## src/rtl/hpd_pkg.sv

```systemverilog
package hpd_pkg;
  localparam int unsigned ADDR_W  = 8;
  localparam int unsigned DATA_W  = 8;
  localparam int unsigned NUM_SRC = 2;
  localparam int unsigned SRC_RX  = 0;
  localparam int unsigned SRC_HP  = 1;

  localparam logic [ADDR_W-1:0] SUB_STATUS = 8'h3E;
  localparam logic [ADDR_W-1:0] SUB_EVENT  = 8'h3F;
  localparam logic [ADDR_W-1:0] SUB_ENABLE = 8'h40;

  typedef logic [NUM_SRC-1:0] src_vec_t;
endpackage

```

## src/rtl/hpd_sync.sv

```systemverilog
module hpd_sync #(
  parameter int unsigned WIDTH  = 2,
  parameter int unsigned STAGES = 2
) (
  input  logic             clk_i,
  input  logic             rst_ni,
  input  logic [WIDTH-1:0] d_i,
  output logic [WIDTH-1:0] q_o
);
  logic [WIDTH-1:0] stage_q [STAGES];

  for (genvar s = 0; s < STAGES; s++) begin : g_stage
    always_ff @(posedge clk_i or negedge rst_ni) begin
      if (!rst_ni) begin
        stage_q[s] <= '0;
      end else if (s == 0) begin
        stage_q[s] <= d_i;
      end else begin
        stage_q[s] <= stage_q[(s == 0) ? 0 : s-1];
      end
    end
  end

  assign q_o = stage_q[STAGES-1];
endmodule

```

## src/rtl/hpd_debounce.sv

```systemverilog
module hpd_debounce #(
  parameter int unsigned CYCLES = 16
) (
  input  logic clk_i,
  input  logic rst_ni,
  input  logic seed_i,
  input  logic in_i,
  output logic out_o
);
  localparam int unsigned CW = (CYCLES < 2) ? 1 : $clog2(CYCLES);
  localparam logic [CW-1:0] LAST = CW'(CYCLES - 1);

  logic [CW-1:0] cnt_q;
  logic          out_q;

  always_ff @(posedge clk_i or negedge rst_ni) begin
    if (!rst_ni) begin
      cnt_q <= '0;
      out_q <= 1'b0;
    end else if (seed_i) begin
      out_q <= in_i;
      cnt_q <= '0;
    end else if (in_i != out_q) begin
      if (cnt_q == LAST) begin
        out_q <= in_i;
        cnt_q <= '0;
      end else begin
        cnt_q <= cnt_q + 1'b1;
      end
    end else begin
      cnt_q <= '0;
    end
  end

  assign out_o = out_q;
endmodule

```

## src/rtl/hpd_event_bank.sv

```systemverilog
module hpd_event_bank #(
  parameter int unsigned N = 2
) (
  input  logic         clk_i,
  input  logic         rst_ni,
  input  logic         arm_i,
  input  logic [N-1:0] cur_i,
  input  logic [N-1:0] clr_i,
  input  logic         en_wr_i,
  input  logic [N-1:0] en_wdata_i,
  output logic [N-1:0] set_o,
  output logic [N-1:0] evt_o,
  output logic [N-1:0] en_o,
  output logic         irq_o
);
  logic [N-1:0] prev_q, evt_q, en_q;
  logic         irq_q;

  // An event is seen only once the trackers have been seeded.
  assign set_o = arm_i ? (cur_i ^ prev_q) : '0;

  always_ff @(posedge clk_i or negedge rst_ni) begin
    if (!rst_ni) begin
      prev_q <= '0;
      evt_q  <= '0;
      en_q   <= '0;
      irq_q  <= 1'b0;
    end else begin
      prev_q <= cur_i;
      evt_q  <= (evt_q & ~clr_i) | set_o;
      if (en_wr_i) en_q <= en_wdata_i;
      irq_q  <= |(evt_q & en_q);
    end
  end

  assign evt_o = evt_q;
  assign en_o  = en_q;
  assign irq_o = irq_q;
endmodule

```

## src/rtl/hpd_irq_ctrl.sv

```systemverilog
module hpd_irq_ctrl
  import hpd_pkg::*;
#(
  parameter int unsigned DB_CYCLES   = 16,
  parameter int unsigned SYNC_STAGES = 2
) (
  input  logic              clk_i,
  input  logic              rst_ni,
  input  logic              hp_sense_i,
  input  logic              rx_sense_i,
  input  logic              reg_wr_i,
  input  logic [ADDR_W-1:0] reg_addr_i,
  input  logic [DATA_W-1:0] reg_wdata_i,
  output logic [DATA_W-1:0] reg_rdata_o,
  output logic              irq_o
);
  localparam int unsigned PRIME_CYC = SYNC_STAGES + 2;
  localparam int unsigned PW = $clog2(PRIME_CYC + 1);
  localparam logic [PW-1:0] PRIME_END = PW'(PRIME_CYC);
  localparam int unsigned PAD = DATA_W - NUM_SRC;

  src_vec_t raw, sync_bus, status, clr, set, evt, en;
  logic     hp_db;
  logic     arm;
  logic [PW-1:0] prime_q;

  assign raw[SRC_RX] = rx_sense_i;
  assign raw[SRC_HP] = hp_sense_i;

  hpd_sync #(.WIDTH(NUM_SRC), .STAGES(SYNC_STAGES)) sync_i (
    .clk_i(clk_i), .rst_ni(rst_ni), .d_i(raw), .q_o(sync_bus)
  );

  // Seeding window after reset: the sync pipe fills, then the debouncer and
  // the change trackers copy the inputs so that nothing fires.
  always_ff @(posedge clk_i or negedge rst_ni) begin
    if (!rst_ni) prime_q <= '0;
    else if (prime_q != PRIME_END) prime_q <= prime_q + 1'b1;
  end
  assign arm = (prime_q == PRIME_END);

  hpd_debounce #(.CYCLES(DB_CYCLES)) deb_i (
    .clk_i(clk_i), .rst_ni(rst_ni), .seed_i(!arm),
    .in_i(sync_bus[SRC_HP]), .out_o(hp_db)
  );

  assign status[SRC_RX] = sync_bus[SRC_RX];
  assign status[SRC_HP] = hp_db;

  assign clr = (reg_wr_i && reg_addr_i == SUB_EVENT) ? reg_wdata_i[NUM_SRC-1:0] : '0;

  hpd_event_bank #(.N(NUM_SRC)) bank_i (
    .clk_i(clk_i), .rst_ni(rst_ni), .arm_i(arm), .cur_i(status),
    .clr_i(clr), .en_wr_i(reg_wr_i && reg_addr_i == SUB_ENABLE),
    .en_wdata_i(reg_wdata_i[NUM_SRC-1:0]),
    .set_o(set), .evt_o(evt), .en_o(en), .irq_o(irq_o)
  );

  always_comb begin
    unique case (reg_addr_i)
      SUB_STATUS: reg_rdata_o = {{PAD{1'b0}}, status};
      SUB_EVENT:  reg_rdata_o = {{PAD{1'b0}}, evt};
      SUB_ENABLE: reg_rdata_o = {{PAD{1'b0}}, en};
      default:    reg_rdata_o = '0;
    endcase
  end
endmodule

```

## config.mk

```make
export PLATFORM = sky130hd
export DESIGN_NAME = hpd_irq_ctrl
export DESIGN_NICKNAME = d
export VERILOG_FILES = /design/src/rtl/hpd_pkg.sv /design/src/rtl/hpd_sync.sv /design/src/rtl/hpd_debounce.sv /design/src/rtl/hpd_event_bank.sv /design/src/rtl/hpd_irq_ctrl.sv
export SDC_FILE = /design/constraint.sdc
export NUM_CORES = 1
export LEC_CHECK = 0
export ABC_CLOCK_PERIOD_IN_PS = 1600
export BUFFER_PORTS_ARGS = -buffer_cell sky130_fd_sc_hd__buf_2
export CELL_PAD_IN_SITES_DETAIL_PLACEMENT = 0
export CELL_PAD_IN_SITES_GLOBAL_PLACEMENT = 1
export CORE_MARGIN = 2
export CORE_UTILIZATION = 36
export DETAILED_ROUTE_END_ITERATION = 6
export MAX_ROUTING_LAYER = met4
export PLACE_DENSITY_LB_ADDON = 0.1
export SETUP_SLACK_MARGIN = 0.15
export SLEW_MARGIN = 20
export SYNTH_ARGS = -nofsm -noshare
export SYNTH_HDL_FRONTEND = slang
export SYNTH_SLANG_ARGS = --single-unit
export TNS_END_PERCENT = 1
```

## constraint.sdc

```tcl
create_clock -name clk_i -period 1.6 [get_ports clk_i]
set_input_delay 0 -clock clk_i [delete_from_list [all_inputs] [get_ports clk_i]]
set_output_delay 0 -clock clk_i [all_outputs]
set_load 0.1 [all_outputs]
```

# ---- Word-level counts from Yosys, hierarchy flattened
# Cells that the tools add are included.
dict set report classes {
  order_cmp 0
  reduce_logical 4
  n_div 0
  muxes 9
  bitwise_logic 5
  n_eq_ne 9
  shift 0
  n_addsub 2
  n_mul 0
}
# op count
set ops {}
lappend ops {{$eq A8 B6 Y1 const B} 2}
lappend ops {{$mux W4} 3}
lappend ops {{$eq A8 B7 Y1 const B} 1}
lappend ops {{$pmux W2 S3} 1}
lappend ops {{$add A4 B1 Y4 const B} 1}
lappend ops {{$and A2 B2 Y2} 2}
lappend ops {{$eq A4 B4 Y1 const B} 1}
lappend ops {{$mux W2} 2}
lappend ops {{$ne A2 B2 Y1 const B} 2}
lappend ops {{$add A3 B1 Y3 const B} 1}
lappend ops {{$eq A3 B3 Y1 const B} 1}
lappend ops {{$mux W1} 3}
lappend ops {{$ne A3 B3 Y1 const B} 1}
lappend ops {{$logic_and A1 B1 Y1} 2}
lappend ops {{$not A2 Y2} 1}
lappend ops {{$or A2 B2 Y2} 1}
lappend ops {{$reduce_and A2 Y1} 1}
lappend ops {{$reduce_or A2 Y1} 1}
lappend ops {{$xor A2 B2 Y2} 1}
lappend ops {{$ne A1 B1 Y1} 1}
dict set report word_totals {
  latchBits 0
  input_bits 21
  register_bits 19
  rom_bits 0
  mem_count 0
  ramBits 0
}

# ---- Longest topological paths before layout
# Gate-level depths: netlist of the first run.
dict set report logic_depth {
  depth_word 6
  depth_mapped 5
  ltp_nobuf 5
}

# ---- Cells and area by module
# From an unflattened synthesis of the first run, not the netlist that was laid out.
dict set report hier_totals {
  cells_unflattened 81
  hier_area_um2 908.4
}
# mod instances area_each_um2 seq_area_each_um2 cells_each
set modules_own_cells {}
lappend modules_own_cells {hpd_irq_ctrl 1 304.0 75.1 37}
lappend modules_own_cells {hpd_event_bank 1 262.8 175.2 18}
lappend modules_own_cells {hpd_debounce 1 226.5 125.1 20}
lappend modules_own_cells {hpd_sync 1 115.1 100.1 6}

# ---- Worst setup path after synthesis of the first run
# OpenSTA, ideal clock, no wires.
dict set report synth_timing {
  path_kind {input to output}
  startpoint {input port reg_addr_i[7]}
  endpoint {output port reg_rdata_o[0]}
  t_required_ns 1.600
  setup_slack_ns -0.474
  cell_stages 3
  arrival_ns 2.074
  path_buffers 0
  path_cell_list {or3b_4 > or2_0 > o2bb2ai_1}
}
dict set report synth_between {
  elab_chain_cells 2
  word_cells_on_any_way 4
}
# item line
set synth_rtl {}
lappend synth_rtl {{start: declaration} hpd_irq_ctrl.sv:12} ;# input logic [ADDR_W-1:0] reg_addr_i,
lappend synth_rtl {{$eq A8 B7 Y1 / $eq A8 B6 Y1 (equally long branches)} hpd_irq_ctrl.sv:60} ;# unique case (reg_addr_i)
lappend synth_rtl {{$pmux W2 S3 *} hpd_irq_ctrl.sv:60}
lappend synth_rtl {{end: declaration} hpd_irq_ctrl.sv:14} ;# output logic [DATA_W-1:0] reg_rdata_o,
# Mark *: on every way between the ends. The rest lies on a longest branch, timed or not.

# ---- Worst setup path after layout of the first run
dict set report layout_timing {
  startpoint {register prime_q[0]}
  endpoint {register deb_i.out_q, in the netlist deb_i.out_o}
}
dict set report layout_between {
  elab_chain_cells 3
  word_cells_on_any_way 5
}
# item line
set layout_rtl {}
lappend layout_rtl {{start: declaration} hpd_irq_ctrl.sv:25} ;# logic [PW-1:0] prime_q;
lappend layout_rtl {{start signal: assignment} hpd_irq_ctrl.sv:38} ;# else if (prime_q != PRIME_END) prime_q <= prime_q + 1'b1;
lappend layout_rtl {{$eq A3 B3 Y1 *} hpd_irq_ctrl.sv:40} ;# assign arm = (prime_q == PRIME_END);
lappend layout_rtl {{$ne A2 B2 Y1 (no source line)} --}
lappend layout_rtl {{$reduce_and A2 Y1 (no source line)} --}
lappend layout_rtl {{end signal: assignment} hpd_debounce.sv:21} ;# out_q <= in_i;
lappend layout_rtl {{end signal: assignment} hpd_debounce.sv:25} ;# out_q <= in_i;
lappend layout_rtl {{end: declaration} hpd_debounce.sv:14} ;# logic out_q;
# Marked as above.
# A chain may end at the register's enable or synchronous reset.

==> results of run 1 <==
-- sequential cells by signal, indices dropped and copies added (netlist names) --
register        flops
bank_i.prev_q       2
sync_i.stage_q      2
sync_i.q_o          2
bank_i.irq_o        1
prime_q             3
deb_i.cnt_q         4
deb_i.out_o         1
bank_i.en_o         2
bank_i.evt_o        2
-- critical path: stages (launching register included) --
cell	delay [ns]
dfrtp_1	0.39
inv_1	0.09
ha_1	0.20
nand2_1	0.08
a31oi_1	0.16
mux2_2	0.35
-- power by group --
| part | internal [W] | total (W) | switching (W) | leakage (nW) |
|---|---|---|---|---|
| clock | 0.0000929 | 0.000233 | 0.000141 | 0.0177 |
| combinational | 0.0000518 | 0.000176 | 0.000125 | 0.257 |
| sequential | 0.000506 | 0.000528 | 0.0000224 | 0.230 |
-- placed cells by master (no fill, tap or decap), drive strengths merged, types with 4 or more instances in the layout --
cell type    count
buf             18
conb             6
dfrtp           19
dlygate4sd3      5
inv              4
nor2             6
o21ai            4
xnor2            4
-- how the worst max path moves through the flow --
stage / start / to / slack (ns) / depth (start not counted)
final: prime_q[0] / deb_i.out_o / 0.22 / 5
after global routing: prime_q[0] / deb_i.out_o / 0.15 / 5
after CTS: prime_q[0] / deb_i.out_o / 0.20 / 5
after detailed placement: prime_q[0] / deb_i.out_o / 0.24 / 5
after global placement: prime_q[0] / deb_i.out_o / 0.24 / 5
after floorplan: reg_addr_i[7] / reg_rdata_o[0] / 0.09 / 3
-- layout make-up --
type,instances,area share
sequential,19,0.434
multi-input combinational,52,0.338
timing repair buffer,23,0.158
tap,28,0.0320
clock buffer,3,0.0205
inverter,4,0.0137
clock inverter,1,0.00457
-- metal layers --
metal,vias up,track usage,routed length (um)
met5,-,-,0
met4,0,0.0513,13
li1,306,-,-
met3,2,0.0508,82
met2,15,0.222,739
met1,293,0.175,747
-- cell families after synthesis --
family	count (synthesis)
mux	5
compound gates	13
xor+xnor	5
buf+inv	10
simple gates	20
fa+ha+maj	3
flops	19
other cells	1
-- metrics by stage --
stage	hold WS [ns]	utilization	std cells	setup slack, ns
final	0.0682	0.486	130	0.224
after floorplan	-0.296	-	81	0.0888
after CTS	0.0485	0.486	130	0.200
after global placement	-0.0376	0.452	121	0.238
after global routing	0.0715	0.486	130	0.155
after detailed placement	-0.0328	0.452	121	0.236
==> results.json, run 1 <==
{
  "routabilityCongestion": 0.757,
  "antenna_found_initial": 0,
  "initial_core_util": 0.388,
  "required_ns": 1.79,
  "slew_viol_final": 0,
  "clockBufferDepth": 2,
  "synth.area.mux_share": 0.0615,
  "final_design_area_no_fill_um2": 1100,
  "fmax_mhz": 727,
  "final-seq-area_um2": 475,
  "die_w_um": 53.3,
  "grt_max_degree": 20,
  "grt_pass1_wl_um": 2840,
  "hpwl_um": 1220,
  "numCtsBuffers": 3,
  "die-area_um2": 2840,
  "synth-async-reset-ratio": 1.00,
  "crit_type": "flip-flop to flip-flop",
  "ctsHoldBuffers": 5,
  "grt_use_total": 0.145,
  "yosysMostFrequentCell": "dfrtp_1",
  "rsz0062_at_grt": "no",
  "cts_tree": "yes",
  "hold_class": "primary input to flip-flop",
  "synth_compound_area_frac": 0.0987,
  "areaGrowthSynthToFinish_pct": 25.3,
  "synth_ff_type": "dfrtp_1",
  "fin_crit_ns": 1.38,
  "synth-simple-area-share": 0.130,
  "yosys.area.top_type_share": 0.544,
  "leakage_nw": 0.505,
  "ys_seq_elements": 19,
  "fin_total_pwr_w": 0.000938,
  "whs_path_depth": 4,
  "overflow": 0,
  "ff2ff_setup_slack_ns": 0.22,
  "start_kind": "flip-flop",
  "cts_max_level": 1,
  "synthTopCellsByCount": "dfrtp_1, buf_4, nor2_1",
  "synth_top_family_by_area": "simple AND/OR/NAND/NOR gates",
  "vias": 616,
  "arrival_ns": 1.56,
  "yosysTopAreaCell": "dfrtp_1",
  "powerDensity_nw_per_um2": 856,
  "hold_end": "bank_i.evt_o[0]",
  "multiInputGateArea_um2": 370,
  "synth.cell_area_um2": 875,
  "wire_per_inst_um": 12.2,
  "pin_count": 30,
  "setup_viol": 0,
  "cts.clk_slew.worst_paths_ns": 0.10,
  "fin_nets": 127,
  "drv_cap": 0,
  "path_max_fanout": 3,
  "finalCritPeriodShare": 0.860,
  "synth-adder-area-share": 0.0429,
  "via_per_inst": 4.74,
  "cts.repair.resized": 0,
  "io_buffers": 17,
  "synth-edff-count": 0,
  "vdd_drop_max_uv": 572,
  "hold_viol": 0,
  "syn_avg_cell_area_um2": 11.5,
  "routed_wirelength_um": 1580,
  "r2r_end": "deb_i.out_o",
  "ys_warn_count": 0,
  "first_iter_violations": 7,
  "hp-start": "reg_wr_i",
  "post-cts-setup-buffer-count": 0,
  "dieHeight_um": 53.3,
  "cts.sinks": 19,
  "yosysSeqAreaShare": 0.544,
  "drc": 0,
  "grt_pass1_vias": 635,
  "rows": 17,
  "rr_worst_depth": 5,
  "ant_nets": 0,
  "status": "finished clean",
  "cts-root-buf": "clkbuf_4",
  "clk_latency_ns": 0.29,
  "dr.pass1.iters": 4,
  "synth_cells": 76,
  "final_layout_size_suffix_gt1_frac": 0.294,
  "setup_tns_ns": 0,
  "synth.distinct_cells": 26,
  "clock_skew_ns": 0.000852,
  "synth_area_leaders": "dfrtp_1, buf_4, ha_1, xnor2_1, mux2_2",
  "synth-xor-area-share": 0.0501,
  "placed_cell_area_um2": 1020,
  "fillers": 230,
  "timing.rr.start": "prime_q[0]",
  "crit_path_end_kind": "flip-flop",
  "core_um2": 2250,
  "diodes": 0
}
(Power assumes the default switching activity.)
==> run 2: changes to the inputs <==
--- a/config.mk
+++ b/config.mk
@@ -7,10 +7,10 @@
 export LEC_CHECK = 0
 export ABC_CLOCK_PERIOD_IN_PS = 1600
 export BUFFER_PORTS_ARGS = -buffer_cell sky130_fd_sc_hd__buf_2
-export CELL_PAD_IN_SITES_DETAIL_PLACEMENT = 0
+export CELL_PAD_IN_SITES_DETAIL_PLACEMENT = 1
 export CELL_PAD_IN_SITES_GLOBAL_PLACEMENT = 1
 export CORE_MARGIN = 2
-export CORE_UTILIZATION = 36
+export CORE_UTILIZATION = 37
 export DETAILED_ROUTE_END_ITERATION = 6
 export MAX_ROUTING_LAYER = met4
 export PLACE_DENSITY_LB_ADDON = 0.1
@@ -18,5 +18,6 @@
 export SLEW_MARGIN = 20
 export SYNTH_ARGS = -nofsm -noshare
 export SYNTH_HDL_FRONTEND = slang
+export SYNTH_HIERARCHICAL = 1
 export SYNTH_SLANG_ARGS = --single-unit
 export TNS_END_PERCENT = 1
==> run 2 against run 1 <==
  * Clock power is 2% lower
  * Hold slack better by 0.065 ns
  * Critical path depth stayed put
  * Global-route usage is 0.27 points higher
  * Synthesized area is 2.3% higher
  * Sequential share of layout area is 1.5 points higher
  * Die area is 0.45% lower
  * Sequential power hardly changed
  * Setup slack hardly changed
  * Core utilization is 1.6 points lower
  * Synthesized cell count is 3.9% higher
  * Largest cell class unchanged
  * Largest power group unchanged
==> results.json, run 2 <==
{
  "start_kind": "flip-flop",
  "pin_count": 30,
  "drc": 0,
  "hold_end": "bank_i/en_o[0]",
  "areaGrowthSynthToFinish_pct": 18.5,
  "crit_path_end_kind": "flip-flop",
  "top_register": "deb_i/cnt_q",
  "placed_cell_area_um2": 981,
  "powerDensity_nw_per_um2": 877,
  "drv_cap": 0,
  "synth_cells": 79,
  "largest_register_ffs": 4,
  "setup_viol": 0,
  "cts.sinks": 19,
  "fin_total_pwr_w": 0.000929,
  "initial_core_util": 0.397,
  "first_iter_violations": 0,
  "dieHeight_um": 53.2,
  "via_per_inst": 4.81,
  "timing.rr.start": "prime_q[0]",
  "required_ns": 1.78,
  "final_design_area_no_fill_um2": 1060,
  "syn_avg_cell_area_um2": 11.3,
  "grt_max_degree": 20,
  "arrival_ns": 1.56,
  "fin_nets": 128,
  "reg_top3": "deb_i/cnt_q: 4 flops, prime_q: 3 flops",
  "diodes": 0,
  "fin_crit_ns": 1.38,
  "grt_use_total": 0.147,
  "rows": 17,
  "cts-root-buf": "clkbuf_4",
  "met1_usage": 0.142,
  "grt_pass1_wl_um": 2780,
  "vias": 630,
  "cts_max_level": 1,
  "routabilityCongestion": 0.719,
  "cts_tree": "yes",
  "vdd_drop_max_uv": 645,
  "cts.clk_slew.worst_paths_ns": 0.10,
  "fmax_mhz": 727,
  "hold_viol": 0,
  "clock_skew_ns": 0.00433,
  "hpwl_um": 1260,
  "fillers": 267,
  "antenna_found_initial": 0,
  "slew_viol_final": 0,
  "crit_type": "flip-flop to flip-flop",
  "leakage_nw": 0.501,
  "die_w_um": 53.2,
  "ff2ff_setup_slack_ns": 0.22,
  "path_max_fanout": 3,
  "use_met3": 0.0508,
  "final_layout_size_suffix_gt1_frac": 0.243,
  "die-area_um2": 2830,
  "final_util": 0.470,
  "ys_warn_count": 6,
  "wire_per_inst_um": 12.4,
  "clockBufferDepth": 2,
  "rr_worst_depth": 5,
  "routed_wirelength_um": 1630,
  "grt_pass1_vias": 676,
  "core_um2": 2250,
  "rsz0062_at_grt": "yes",
  "whs_path_depth": 3,
  "numCtsBuffers": 3,
  "ant_nets": 0,
  "grt-busiest-layer": "met2",
  "synth.cell_area_um2": 895,
  "status": "finished clean",
  "finalCritPeriodShare": 0.859,
  "overflow": 0,
  "final_cell_mix": "dfrtp_1, buf_2, inv_1",
  "final_common_cell": "dfrtp_1",
  "hold_class": "primary input to flip-flop",
  "io_buffers": 17,
  "clk_latency_ns": 0.29,
  "use_met2": 0.265,
  "final-seq-area_um2": 475,
  "dr.pass1.iters": 1,
  "hp-start": "reg_wr_i",
  "multiInputGateArea_um2": 352,
  "r2r_end": "deb_i/out_o"
}
-- run 2: cell count changes in the layout (fill, tap and decap cells not counted), sizes merged, moves of 2 or more --
cell	before	now
xnor2	4	2
nand3	3	1
xor2	1	3
inv	4	7
clkbuf	3	5
nand4	2	0
o31ai	2	0
and4	0	2
a22o	1	3
o21ai	4	2
-- run 2: timing repair --
| item | in CTS | in global routing |
|---|---|---|
| resized for setup | 0 | 1 |
| endpoints found under the setup margin | 0 | 2 |
| hold buffers | 5 | 0 |
| setup buffers | 0 | 0 |
| endpoints found under the hold margin | 23 | 0 |
-- run 2: where the power goes --
| part | switching (W) | internal (W) | total [W] |
|---|---|---|---|
| sequential | 0.0000220 | 0.000506 | 0.000528 |
| combinational | 0.000124 | 0.0000476 | 0.000172 |
| clock | 0.000132 | 0.0000970 | 0.000229 |
-- run 2: layout make-up --
class                      count  share of cell area
clock buffer                   4              0.0248
inverter                       7              0.0248
multi-input combinational     50               0.332
sequential                    19               0.449
tap                           28              0.0331
timing repair buffer          23               0.137
-- run 2: layer usage --
metal | up-vias | part of all wire | wire length [um]
met5 | - | 0 | 0
met2 | 24 | 0.49 | 803
met4 | 0 | 0.018 | 29
li1 | 309 | - | -
met3 | 5 | 0.070 | 114
met1 | 292 | 0.42 | 683
-- run 2: worst max path at each step --
stage | startpoint | end | slack (ns) | cells past startpoint
floorplan | reg_addr_i[4] | reg_rdata_o[0] | -0.39 | 3
global placement | prime_q[0] | deb_i/out_o | 0.24 | 5
detailed placement | prime_q[0] | deb_i/out_o | 0.22 | 5
CTS | deb_i/out_o | reg_rdata_o[1] | 0.16 | 3
global route | prime_q[0] | deb_i/out_o | 0.10 | 5
finish | prime_q[0] | deb_i/out_o | 0.22 | 5
-- run 2: metrics by stage --
step                      hold WS, ns  setup slack [ns]  setup TNS [ns]  cells
after CTS                       0.114             0.155               0    131
after global routing            0.124             0.105               0    131
final                           0.134             0.225               0    131
after global placement        -0.0412             0.240               0    122
after floorplan                -0.296            -0.390          -0.780     84
after detailed placement      -0.0381             0.223               0    122
-- run 2: worst max-delay path: stages, from the launching register on --
cell     delay (ns)
dfrtp_1        0.39
inv_1          0.09
ha_1           0.18
nand2_1        0.09
a31oi_1        0.17
mux2_2         0.35
